<file path="config.mk">
export PLATFORM = sky130hd
export DESIGN_NAME = qnode_sat
export DESIGN_NICKNAME = d
export VERILOG_FILES = /design/src/rtl/qnode_pkg.sv /design/src/rtl/qnode_round.sv /design/src/rtl/qnode_limit.sv /design/src/rtl/qnode_stage.sv /design/src/rtl/qnode_sat.sv
export SDC_FILE = /design/constraint.sdc
export NUM_CORES = 1
export LEC_CHECK = 0
export BUFFER_PORTS_ARGS = -buffer_cell sky130_fd_sc_hd__buf_2
export CORE_MARGIN = 5
export CORE_UTILIZATION = 44
export CTS_BUF_LIST = sky130_fd_sc_hd__clkbuf_2 sky130_fd_sc_hd__clkbuf_4 sky130_fd_sc_hd__clkbuf_8
export DETAILED_ROUTE_END_ITERATION = 8
export GPL_ROUTABILITY_DRIVEN = 0
export PLACE_DENSITY = 0.81
export SLEW_MARGIN = 20
export SYNTH_ARGS = -nofsm -noshare
export SYNTH_HDL_FRONTEND = slang
export SYNTH_SLANG_ARGS = --single-unit
</file>
<file path="constraint.sdc">
create_clock -name clk -period 0.81 [get_ports clk]
set_input_delay 0.081 -clock clk [delete_from_list [all_inputs] [get_ports clk]]
set_output_delay 0.081 -clock clk [all_outputs]
set_load 0.02 [all_outputs]
</file>
<file path="src/rtl/qnode_pkg.sv">
package qnode_pkg;

  typedef enum logic {
    QM_ROUND_ZERO = 1'b0,
    QM_TRUNC      = 1'b1
  } qmode_e;

  function automatic int qn_width(input int int_bits, input int frac_bits);
    return 1 + int_bits + frac_bits;
  endfunction

endpackage

</file>
<file path="src/rtl/qnode_round.sv">
module qnode_round
  import qnode_pkg::*;
#(
  parameter int IN_INT   = 1,
  parameter int IN_FRAC  = 15,
  parameter int OUT_FRAC = 10
) (
  input  logic [1+IN_INT+IN_FRAC-1:0]  din,
  input  qmode_e                        mode,
  output logic [1+IN_INT+OUT_FRAC-1:0] dout,
  output logic                          zero_forced
);
  localparam int IN_W = qn_width(IN_INT, IN_FRAC);
  localparam int SH   = IN_FRAC - OUT_FRAC;   // must be at least 1
  localparam int R_W  = IN_W - SH;
  localparam int G_W  = R_W + 1;

  // floor to one extra fractional bit: a plain slice of the top bits
  function automatic logic [G_W-1:0] guard_floor(input logic [IN_W-1:0] x);
    return x[IN_W-1:SH-1];
  endfunction

  // floor to the target fractional width
  function automatic logic [R_W-1:0] trunc_floor(input logic [IN_W-1:0] x);
    return x[IN_W-1:SH];
  endfunction

  logic [G_W-1:0] g;
  logic           neg_half_step;

  always_comb begin
    g             = guard_floor(din);
    neg_half_step = &g;   // value is exactly -2^-(OUT_FRAC+1)
    zero_forced   = (mode == QM_ROUND_ZERO) && neg_half_step;
    if (mode == QM_TRUNC) begin
      dout = trunc_floor(din);
    end else if (zero_forced) begin
      dout = '0;
    end else begin
      dout = g[G_W-1:1];
    end
  end
endmodule

</file>
<file path="src/rtl/qnode_limit.sv">
module qnode_limit
  import qnode_pkg::*;
#(
  parameter int RI       = 1,   // integer bits of the rounded value
  parameter int OUT_INT  = 1,
  parameter int OUT_FRAC = 10
) (
  input  logic [1+RI+OUT_FRAC-1:0]      din,
  output logic [1+OUT_INT+OUT_FRAC-1:0] dout,
  output logic                          sat_pos,
  output logic                          sat_neg
);
  localparam int R_W  = qn_width(RI, OUT_FRAC);
  localparam int O_W  = qn_width(OUT_INT, OUT_FRAC);
  localparam int HI_W = R_W - O_W + 1;

  function automatic logic [O_W-1:0] max_code();
    return {1'b0, {(O_W-1){1'b1}}};
  endfunction

  function automatic logic [O_W-1:0] min_sym_code();
    return ~max_code() + {{(O_W-1){1'b0}}, 1'b1};
  endfunction

  logic [HI_W-1:0] hi;
  logic [O_W-2:0]  lo;
  logic            pos_ovf, neg_ovf, min_hit;

  always_comb begin
    hi      = din[R_W-1:O_W-1];   // sign, dropped integer bits, output sign
    lo      = din[O_W-2:0];
    pos_ovf = !hi[HI_W-1] && (|hi);
    neg_ovf = hi[HI_W-1] && !(&hi);
    min_hit = (&hi) && !(|lo);
    sat_pos = pos_ovf;
    sat_neg = neg_ovf || min_hit;
    if (sat_pos)      dout = max_code();
    else if (sat_neg) dout = min_sym_code();
    else              dout = din[O_W-1:0];
  end
endmodule

</file>
<file path="src/rtl/qnode_stage.sv">
module qnode_stage #(
  parameter int W   = 12,
  parameter bit REG = 1'b1
) (
  input  logic         clk,
  input  logic         rst_n,
  input  logic         vin,
  input  logic [W-1:0] din,
  output logic         vout,
  output logic [W-1:0] dout
);
  generate
    if (REG) begin : g_reg
      always_ff @(posedge clk or negedge rst_n) begin
        if (!rst_n) begin
          vout <= 1'b0;
          dout <= '0;
        end else begin
          vout <= vin;
          if (vin) dout <= din;
        end
      end
    end else begin : g_comb
      assign vout = vin;
      assign dout = din;
    end
  endgenerate
endmodule

</file>
<file path="src/rtl/qnode_sat.sv">
module qnode_sat
  import qnode_pkg::*;
#(
  parameter int IN_INT   = 1,
  parameter int IN_FRAC  = 15,
  parameter int OUT_INT  = 1,
  parameter int OUT_FRAC = 10,
  parameter bit REG_OUT  = 1'b1
) (
  input  logic                          clk,
  input  logic                          rst_n,
  input  logic                          in_valid,
  input  logic                          trunc_mode,
  input  logic [1+IN_INT+IN_FRAC-1:0]   in_data,
  output logic                          out_valid,
  output logic [1+OUT_INT+OUT_FRAC-1:0] out_data
);
  localparam int IN_W  = qn_width(IN_INT, IN_FRAC);
  localparam int R_W   = qn_width(IN_INT, OUT_FRAC);
  localparam int OUT_W = qn_width(OUT_INT, OUT_FRAC);

  // named internal events, visible to the bound checker
  qmode_e           mode_sel;
  logic [R_W-1:0]   rnd_data;
  logic             zero_forced;
  logic             sat_pos;
  logic             sat_neg;
  logic [OUT_W-1:0] lim_data;

  assign mode_sel = qmode_e'(trunc_mode);

  qnode_round #(
    .IN_INT  (IN_INT),
    .IN_FRAC (IN_FRAC),
    .OUT_FRAC(OUT_FRAC)
  ) u_round (
    .din        (in_data),
    .mode       (mode_sel),
    .dout       (rnd_data),
    .zero_forced(zero_forced)
  );

  qnode_limit #(
    .RI      (IN_INT),
    .OUT_INT (OUT_INT),
    .OUT_FRAC(OUT_FRAC)
  ) u_limit (
    .din    (rnd_data),
    .dout   (lim_data),
    .sat_pos(sat_pos),
    .sat_neg(sat_neg)
  );

  qnode_stage #(
    .W  (OUT_W),
    .REG(REG_OUT)
  ) u_stage (
    .clk  (clk),
    .rst_n(rst_n),
    .vin  (in_valid),
    .din  (lim_data),
    .vout (out_valid),
    .dout (out_data)
  );
endmodule

</file>
==> impl_metrics.py, run 1 <==
metrics = {
    "worst_setup_path": {
        "timing.critical_path.from_type": "primary input",
        "setup.worst_path.class": "primary input to flip-flop",
        "end_kind": "flip-flop",
        "cp.arrival_ps": 1130,
        "worst-endpoint-required_ps": 970,
        "r2r_setup_slack_ps": -20,
        "endpoint": "u_stage.dout[6]",
        "critical_path.reg2reg.startpoint": "u_stage.dout[0]",
        "reg2regPathDepth": 3,
        "worstPathMaxFanout": 6,
        "r2r_end": "u_stage.dout[0]",
        "cp-startpoint": "trunc_mode",
    },
    "cells_and_area": {
        "layout-area-overhead-vs-synth_pct": 92.2,
        "most-common-layout-cells": "18 x sky130_fd_sc_hd__buf_6, 16 x sky130_fd_sc_hd__buf_4, 13 x sky130_fd_sc_hd__inv_1, 13 x sky130_fd_sc_hd__dfrtp_1, 9 x sky130_fd_sc_hd__buf_2",
        "mostFrequentLayoutCell": "sky130_fd_sc_hd__buf_6",
        "antenna_cells": 0,
        "final_core_util_pct": 88.5,
        "number_of_nets_in_the_layout": 125,
        "fill_count": 58,
        "final_layout_size_suffix_gt1_share_pct": 57.3,
        "finish.cell_count_without_fillers": 118,
    },
    "detailed_routing": {
        "viasPerCell": 6.03,
        "drtAntennaViolNets": 0,
        "detail_route.drc_violations": 0,
        "drt_pass1_iterations": 4,
        "route.vias.total": 712,
        "detail_route.wirelength_um": 2600,
        "dr.first_iter.drc_count": 39,
        "avgRoutedWirePerCell_um": 22.0,
    },
    "yosys": {
        "yosys_warning_total": 0,
        "synthesized_netlist_net_count": 78,
        "post_synth_instance_area_sq_um": 592,
        "synth_cell_types": 17,
        "synth_seq_area_share_pct": 55.0,
        "synthesis.area_per_instance_sq_um": 10.4,
        "post_synth_inst_count": 57,
        "yosys_register_bits": 13,
    },
    "grt": {
        "gr-usage-all-layers_pct": 19.6,
        "grt_start_max_net_pins": 14,
        "initial_antenna_violation_count": 0,
        "first_global_vias": 660,
        "globalRouteOverflowTotal": 0,
        "grt_pass1_wl_um": 2950,
    },
    "die": {
        "dieWidth_um": 46.7,
        "core_region_area_sq_um": 1280,
        "chipHeight_um": 46.7,
        "rows": 13,
        "fp.dieArea_sq_um": 2180,
        "floorplan.initialDensity_pct": 46.1,
        "io_pins": 34,
    },
    "placed_design": {
        "placed_cells_incl_taps": 107,
        "portbufs": 29,
        "detailedPlace.worstSlack_ps": -339,
        "dpl.hpwl_um": 1210,
    },
    "cts": {
        "ctsRootBufferMaster": "sky130_fd_sc_hd__clkbuf_4",
        "tritoncts": "yes",
        "clk_transition_reported_paths_ps": 90,
        "htree_levels": 1,
        "clock_tree.buffer_depth": 2,
        "cts_made_buffers": 3,
        "worst_skew_late_latency_ps": 290,
        "clock-sinks": 13,
    },
    "sta": {
        "worst_pin_slew_ps": 320,
        "timing.slew.headroom_pct": 78.5,
        "period_needed_ps": 970,
        "max_clock_freq_ghz": 1.03,
        "final.period_utilization_pct": 120,
        "finalSetupViolations": 25,
        "grt_setup_unrepaired": "yes",
        "setup-tns-final_ps": -2440,
        "final_hold_viol_count": 0,
        "layout_setup_ws_ps": -160,
        "maxSlewViolCount": 0,
        "clock-skew-final_ps": 0,
    },
    "power_and_ir_drop": {
        "power.static_leakage_nw": 0.540,
        "power.density_nw_per_um2": 1550,
        "worst_ir_drop_vdd_mv": 1.08,
    },
    "run": {
        "cap_viol_max_count": 0,
    },
    "outcome": {
        "failed_checks": "setup timing",
        "status": "finished with violations",
    },
    "min_path": {
        "hold_path_class": "primary input to flip-flop",
    },
}
[cell type report]
| class | instances | area (sq um) | share of cell area (%) |
|---|---|---|---|
| well taps | 15 | 18.8 | 1.65 |
| inverters | 13 | 48.8 | 4.29 |
| clock buffers | 4 | 30.0 | 2.64 |
| multi-input cells | 29 | 337 | 29.6 |
| repair buffers | 44 | 378 | 33.2 |
| flip-flops and latches | 13 | 325 | 28.6 |
[report_power, final]
group | switching (mW) | total [mW] | internal (mW)
Clock | 0.240 | 0.465 | 0.225
Combinational | 0.267 | 0.547 | 0.279
Sequential | 0.0450 | 0.750 | 0.705
[logic make-up after synthesis]
family	after synthesis	synth area share (%)
AO/OA/AOI/OAI	15	21.1
buffers and inverters	15	10.1
flip-flops	13	55.0
AND/OR/NAND/NOR	14	13.7
[worst max-delay path, cell delays in order]
cell and delay [ps]:
sky130_fd_sc_hd__buf_6 90, sky130_fd_sc_hd__nand4b_1 240, sky130_fd_sc_hd__nor4_2 340, sky130_fd_sc_hd__buf_4 260, sky130_fd_sc_hd__o32ai_4 110
[layer usage]
metal  part of all wire, %  wire, um  up-vias  track usage [%]
li1                      -         -      302                -
met1                    35       905      341             23.5
met5                     0         0        -                0
met2                    52      1350       56             32.1
met3                   9.2       239       13             4.69
met4                   4.2       109        0             9.94
[registers in the layout, indices dropped and copies added, names as in the netlist]
signal / cells
u_stage.vout: 1
u_stage.dout: 12
[worst min-delay path by stage]
stage                startpoint                to  slack, ps  depth (start not counted)
floorplan                 rst_n   u_stage.dout[0]       -210                          0
global placement          rst_n  u_stage.dout[11]        -20                          1
detailed placement        rst_n   u_stage.dout[1]        -20                          1
CTS                 in_data[16]  u_stage.dout[11]         30                          3
global route         in_data[7]   u_stage.dout[2]         20                          3
finish               in_data[7]   u_stage.dout[2]         20                          3
[stage by stage]
stage	hold slack, ps	cell area (sq um)	total power [mW]
after floorplan	-215	628	0.906
after CTS	30.3	1030	1.64
after detailed placement	-15.3	841	1.08
after global routing	17.4	1140	1.82
after global placement	-23.7	841	1.07
final	19.9	1140	1.76
[repair_timing]
| item | 4_1_cts | 5_1_grt |
|---|---|---|
| pin swaps | 3 | 6 |
| gates resized for setup | 33 | 14 |
| hold buffers | 1 | 0 |
| endpoints found under the hold margin | 13 | 0 |
| setup buffers | 4 | 2 |
| setup endpoints to repair | 23 | 23 |
[cell usage after synthesis]
master	n	area share, %
sky130_fd_sc_hd__nor4b_1	1	1.5
sky130_fd_sc_hd__o2bb2ai_1	5	7.4
sky130_fd_sc_hd__dfrtp_1	13	55
sky130_fd_sc_hd__nand2_1	6	3.8
sky130_fd_sc_hd__clkbuf_1	1	0.63
sky130_fd_sc_hd__nor2_1	1	0.63
sky130_fd_sc_hd__a31o_2	1	1.5
sky130_fd_sc_hd__nand4_1	2	2.1
sky130_fd_sc_hd__a21oi_1	1	0.84
sky130_fd_sc_hd__nand4b_1	1	1.5
sky130_fd_sc_hd__o41ai_1	1	1.5
sky130_fd_sc_hd__o32ai_1	6	8.9
sky130_fd_sc_hd__a31oi_1	1	1.1
sky130_fd_sc_hd__buf_4	1	1.3
sky130_fd_sc_hd__nor4_2	1	2.1
sky130_fd_sc_hd__nor4_1	2	2.1
sky130_fd_sc_hd__inv_1	13	8.2
Note: power is estimated with default switching activity, not from simulation.
==> inputs of run 2 (changes only) <==
--- a/config.mk
+++ b/config.mk
@@ -5,9 +5,10 @@
 export SDC_FILE = /design/constraint.sdc
 export NUM_CORES = 1
 export LEC_CHECK = 0
+export ABC_AREA = 1
 export BUFFER_PORTS_ARGS = -buffer_cell sky130_fd_sc_hd__buf_2
 export CORE_MARGIN = 5
-export CORE_UTILIZATION = 44
+export CORE_UTILIZATION = 46
 export CTS_BUF_LIST = sky130_fd_sc_hd__clkbuf_2 sky130_fd_sc_hd__clkbuf_4 sky130_fd_sc_hd__clkbuf_8
 export DETAILED_ROUTE_END_ITERATION = 8
 export GPL_ROUTABILITY_DRIVEN = 0
==> run 2 against run 1 <==
The run still ends with setup timing left; hold slack better by 21 ps; core utilization is 14 points lower; combinational power is 14% lower; sequential share of layout area is 1.6 points higher; first-iteration DRC count is 7.7% lower; largest power group unchanged; clock skew stayed put; via count is 11% higher; die area is 8.1% higher; setup slack better by 49 ps.
==> impl_metrics.py, run 2 <==
metrics = {
    "cells_and_area": {
        "number_of_nets_in_the_layout": 164,
        "layout-area-overhead-vs-synth_pct": 57.5,
        "antenna_cells": 0,
        "final_layout_size_suffix_gt1_share_pct": 36.6,
        "largest_reg_flops": 12,
        "regMostFlops": "u_stage.dout",
        "finish.cell_count_without_fillers": 158,
        "final_core_util_pct": 74.0,
        "biggestRegsByFlops": "u_stage.dout (12), u_stage.vout (1)",
        "mostFrequentLayoutCell": "sky130_fd_sc_hd__nand2_1",
        "most-common-layout-cells": "36 x sky130_fd_sc_hd__nand2_1, 16 x sky130_fd_sc_hd__buf_2, 14 x sky130_fd_sc_hd__buf_4, 13 x sky130_fd_sc_hd__buf_6, 13 x sky130_fd_sc_hd__dfrtp_1",
        "postLayoutCellArea_sq_um": 1080,
    },
    "detailed_routing": {
        "detail_route.wirelength_um": 2000,
        "drt_pass1_iterations": 4,
        "dr.first_iter.drc_count": 36,
        "detail_route.drc_violations": 0,
        "viasPerCell": 4.99,
        "drtAntennaViolNets": 0,
        "avgRoutedWirePerCell_um": 12.7,
        "route.vias.total": 789,
    },
    "sta": {
        "grt_setup_unrepaired": "yes",
        "finalSetupViolations": 13,
        "final.period_utilization_pct": 114,
        "worst_pin_slew_ps": 344,
        "period_needed_ps": 921,
        "layout_setup_ws_ps": -111,
        "clock-skew-final_ps": 0,
        "setup-tns-final_ps": -1130,
        "max_clock_freq_ghz": 1.09,
        "fin_worst_hold_slack_ps": 40.6,
        "final_hold_viol_count": 0,
        "maxSlewViolCount": 0,
        "timing.slew.headroom_pct": 77.1,
    },
    "die": {
        "floorplan.initialDensity_pct": 47.0,
        "fp.dieArea_sq_um": 2360,
        "rows": 14,
        "chipHeight_um": 48.5,
        "core_region_area_sq_um": 1450,
        "dieWidth_um": 48.5,
        "io_pins": 34,
    },
    "worst_setup_path": {
        "kind_of_cell_adding_the_most_delay_to_the_critical_path": "flip-flops",
        "end_kind": "output pin",
        "critical_path.max_stage_delay_ps": 410,
        "crit_cells": 1,
        "r2r_end": "u_stage.dout[2]",
        "critical_path.slowest_cell": "sky130_fd_sc_hd__dfrtp_1",
        "timing.critical_path.from_type": "flip-flop",
        "worstPathMaxFanout": 2,
        "cp.arrival_ps": 840,
        "setup.worst_path.class": "flip-flop to output pin",
        "worst-endpoint-required_ps": 730,
        "path_buf_inv": 1,
        "cp-startpoint": "u_stage.dout[4]",
        "reg2regPathDepth": 3,
        "cells_along_the_critical_path": "buf_6",
        "critical_path.reg2reg.startpoint": "u_stage.dout[2]",
        "r2r_setup_slack_ps": 50,
        "endpoint": "out_data[4]",
    },
    "power_and_ir_drop": {
        "power.density_nw_per_um2": 1540,
        "worst_ir_drop_vdd_mv": 1.09,
        "power_switching_share_pct": 29.9,
        "clockPowerShare_pct": 26.7,
        "sequential_power_share_pct": 44.9,
        "power.static_leakage_nw": 0.594,
        "combPwrFrac_pct": 28.4,
        "intPower_mw": 1.16,
        "total_switching_power_mw": 0.498,
        "power_mw": 1.66,
    },
    "yosys": {
        "synth_area_leaders": "sky130_fd_sc_hd__dfrtp_1 48%, sky130_fd_sc_hd__nand2_1 20%, sky130_fd_sc_hd__nand3_1 8.1%",
        "synth_enable_flop_cells": 0,
        "yosys_warning_total": 0,
        "post_synth_instance_area_sq_um": 683,
        "post_synth_inst_count": 95,
        "synth_fa_ha_area_share_pct": 0,
        "synth_top_family_by_area": "simple AND/OR/NAND/NOR gates",
        "synth.largest_area_cell": "sky130_fd_sc_hd__dfrtp_1",
        "synth-xor-area-share_pct": 0,
        "area_fraction_in_and_or_nand_and_nor_cells_after_synthesis_pct": 44.1,
        "post_synth_mux_area_share_pct": 0,
        "synth_seq_area_share_pct": 47.6,
        "yosys_register_bits": 13,
        "synth_top_cell_area_share_pct": 47.6,
        "post-synth-top-count-cell": "sky130_fd_sc_hd__nand2_1",
        "synth_cell_types": 16,
        "postSynth.topFlopCell": "sky130_fd_sc_hd__dfrtp_1",
        "ys_async_sr_fraction_pct": 100,
        "synthesized_netlist_net_count": 116,
        "synth.top_cells.by_count": "36 x sky130_fd_sc_hd__nand2_1, 13 x sky130_fd_sc_hd__dfrtp_1, 11 x sky130_fd_sc_hd__nand3_1, 11 x sky130_fd_sc_hd__nor2_1, 10 x sky130_fd_sc_hd__inv_1",
        "synthesized_area_fraction_occupied_by_ao_oa_aoi_and_oai_cells_pct": 1.47,
        "synthesis.area_per_instance_sq_um": 7.19,
    },
    "placed_design": {
        "dpl.hpwl_um": 1450,
        "postPlaceCellArea_sq_um": 907,
        "detailedPlace.worstSlack_ps": -135,
        "portbufs": 29,
        "placed_cells_incl_taps": 147,
    },
    "grt": {
        "initial_antenna_violation_count": 0,
        "grt_pass1_wl_um": 3370,
        "grt_start_max_net_pins": 14,
        "first_global_vias": 774,
        "grt_use_met3_pct": 2.76,
        "busiest_layer": "met2",
        "grt_util_met1_pct": 22.1,
        "gr-usage-all-layers_pct": 17.6,
        "globalRouteOverflowTotal": 0,
        "grt_util_met2_pct": 29.8,
    },
    "outcome": {
        "failed_checks": "setup timing",
        "status": "finished with violations",
    },
    "cts": {
        "clock-sinks": 13,
        "worst_skew_late_latency_ps": 280,
        "ctsRootBufferMaster": "sky130_fd_sc_hd__clkbuf_4",
        "clk_transition_reported_paths_ps": 80,
        "htree_levels": 1,
        "cts_made_buffers": 3,
        "clock_tree.buffer_depth": 2,
        "tritoncts": "yes",
    },
    "run": {
        "cap_viol_max_count": 0,
    },
    "min_path": {
        "hold_path_class": "primary input to flip-flop",
    },
}
[run 2: layout make-up]
class,count,area [sq um]
clock buffers,4,30.0
fillers,99,378
inverters,10,37.5
multi-input cells,70,312
flip-flops and latches,13,325
well taps,16,20.0
repair buffers,45,352
[run 2: cell families after synthesis]
logic type / Yosys count
simple gates: 68
flops: 13
buf+inv: 12
compound gates: 2
[run 2: how the worst min path moves through the flow]
stage	cells past startpoint	start	endpoint
3_3_place_gp	1	rst_n	u_stage.dout[10]
6_report	3	in_data[13]	u_stage.dout[8]
2_1_floorplan	0	rst_n	u_stage.dout[0]
3_5_place_dp	1	rst_n	u_stage.dout[11]
4_1_cts	3	in_data[13]	u_stage.dout[8]
5_1_grt	3	in_data[13]	u_stage.dout[8]
[run 2: worst min-delay path, stage by stage]
cell                      delay, ps
sky130_fd_sc_hd__buf_2           90
sky130_fd_sc_hd__nand3_1         70
sky130_fd_sc_hd__nand2_1         50
[run 2: per-layer routing]
metal  wire length [um]  share of wire, %
met5                  0                 0
met4                 50               2.5
met3                 91               4.6
met2               1010                50
met1                847                42
[run 2: timing repair]
action / in CTS / in global routing
buffers inserted: 3 / 2
hold endpoints to repair: 14 / 0
resized for setup: 26 / 1
hold buffers: 2 / 0
setup endpoints to repair: 13 / 13
[run 2: power groups by stage]
stage                     sequential (mW)  clock [mW]  combinational (mW)
final                               0.747       0.444               0.471
after global routing                0.755       0.491               0.511
after CTS                           0.745       0.455               0.458
after detailed placement            0.745           0               0.364
after global placement              0.742           0               0.354
after floorplan                     0.815           0               0.103
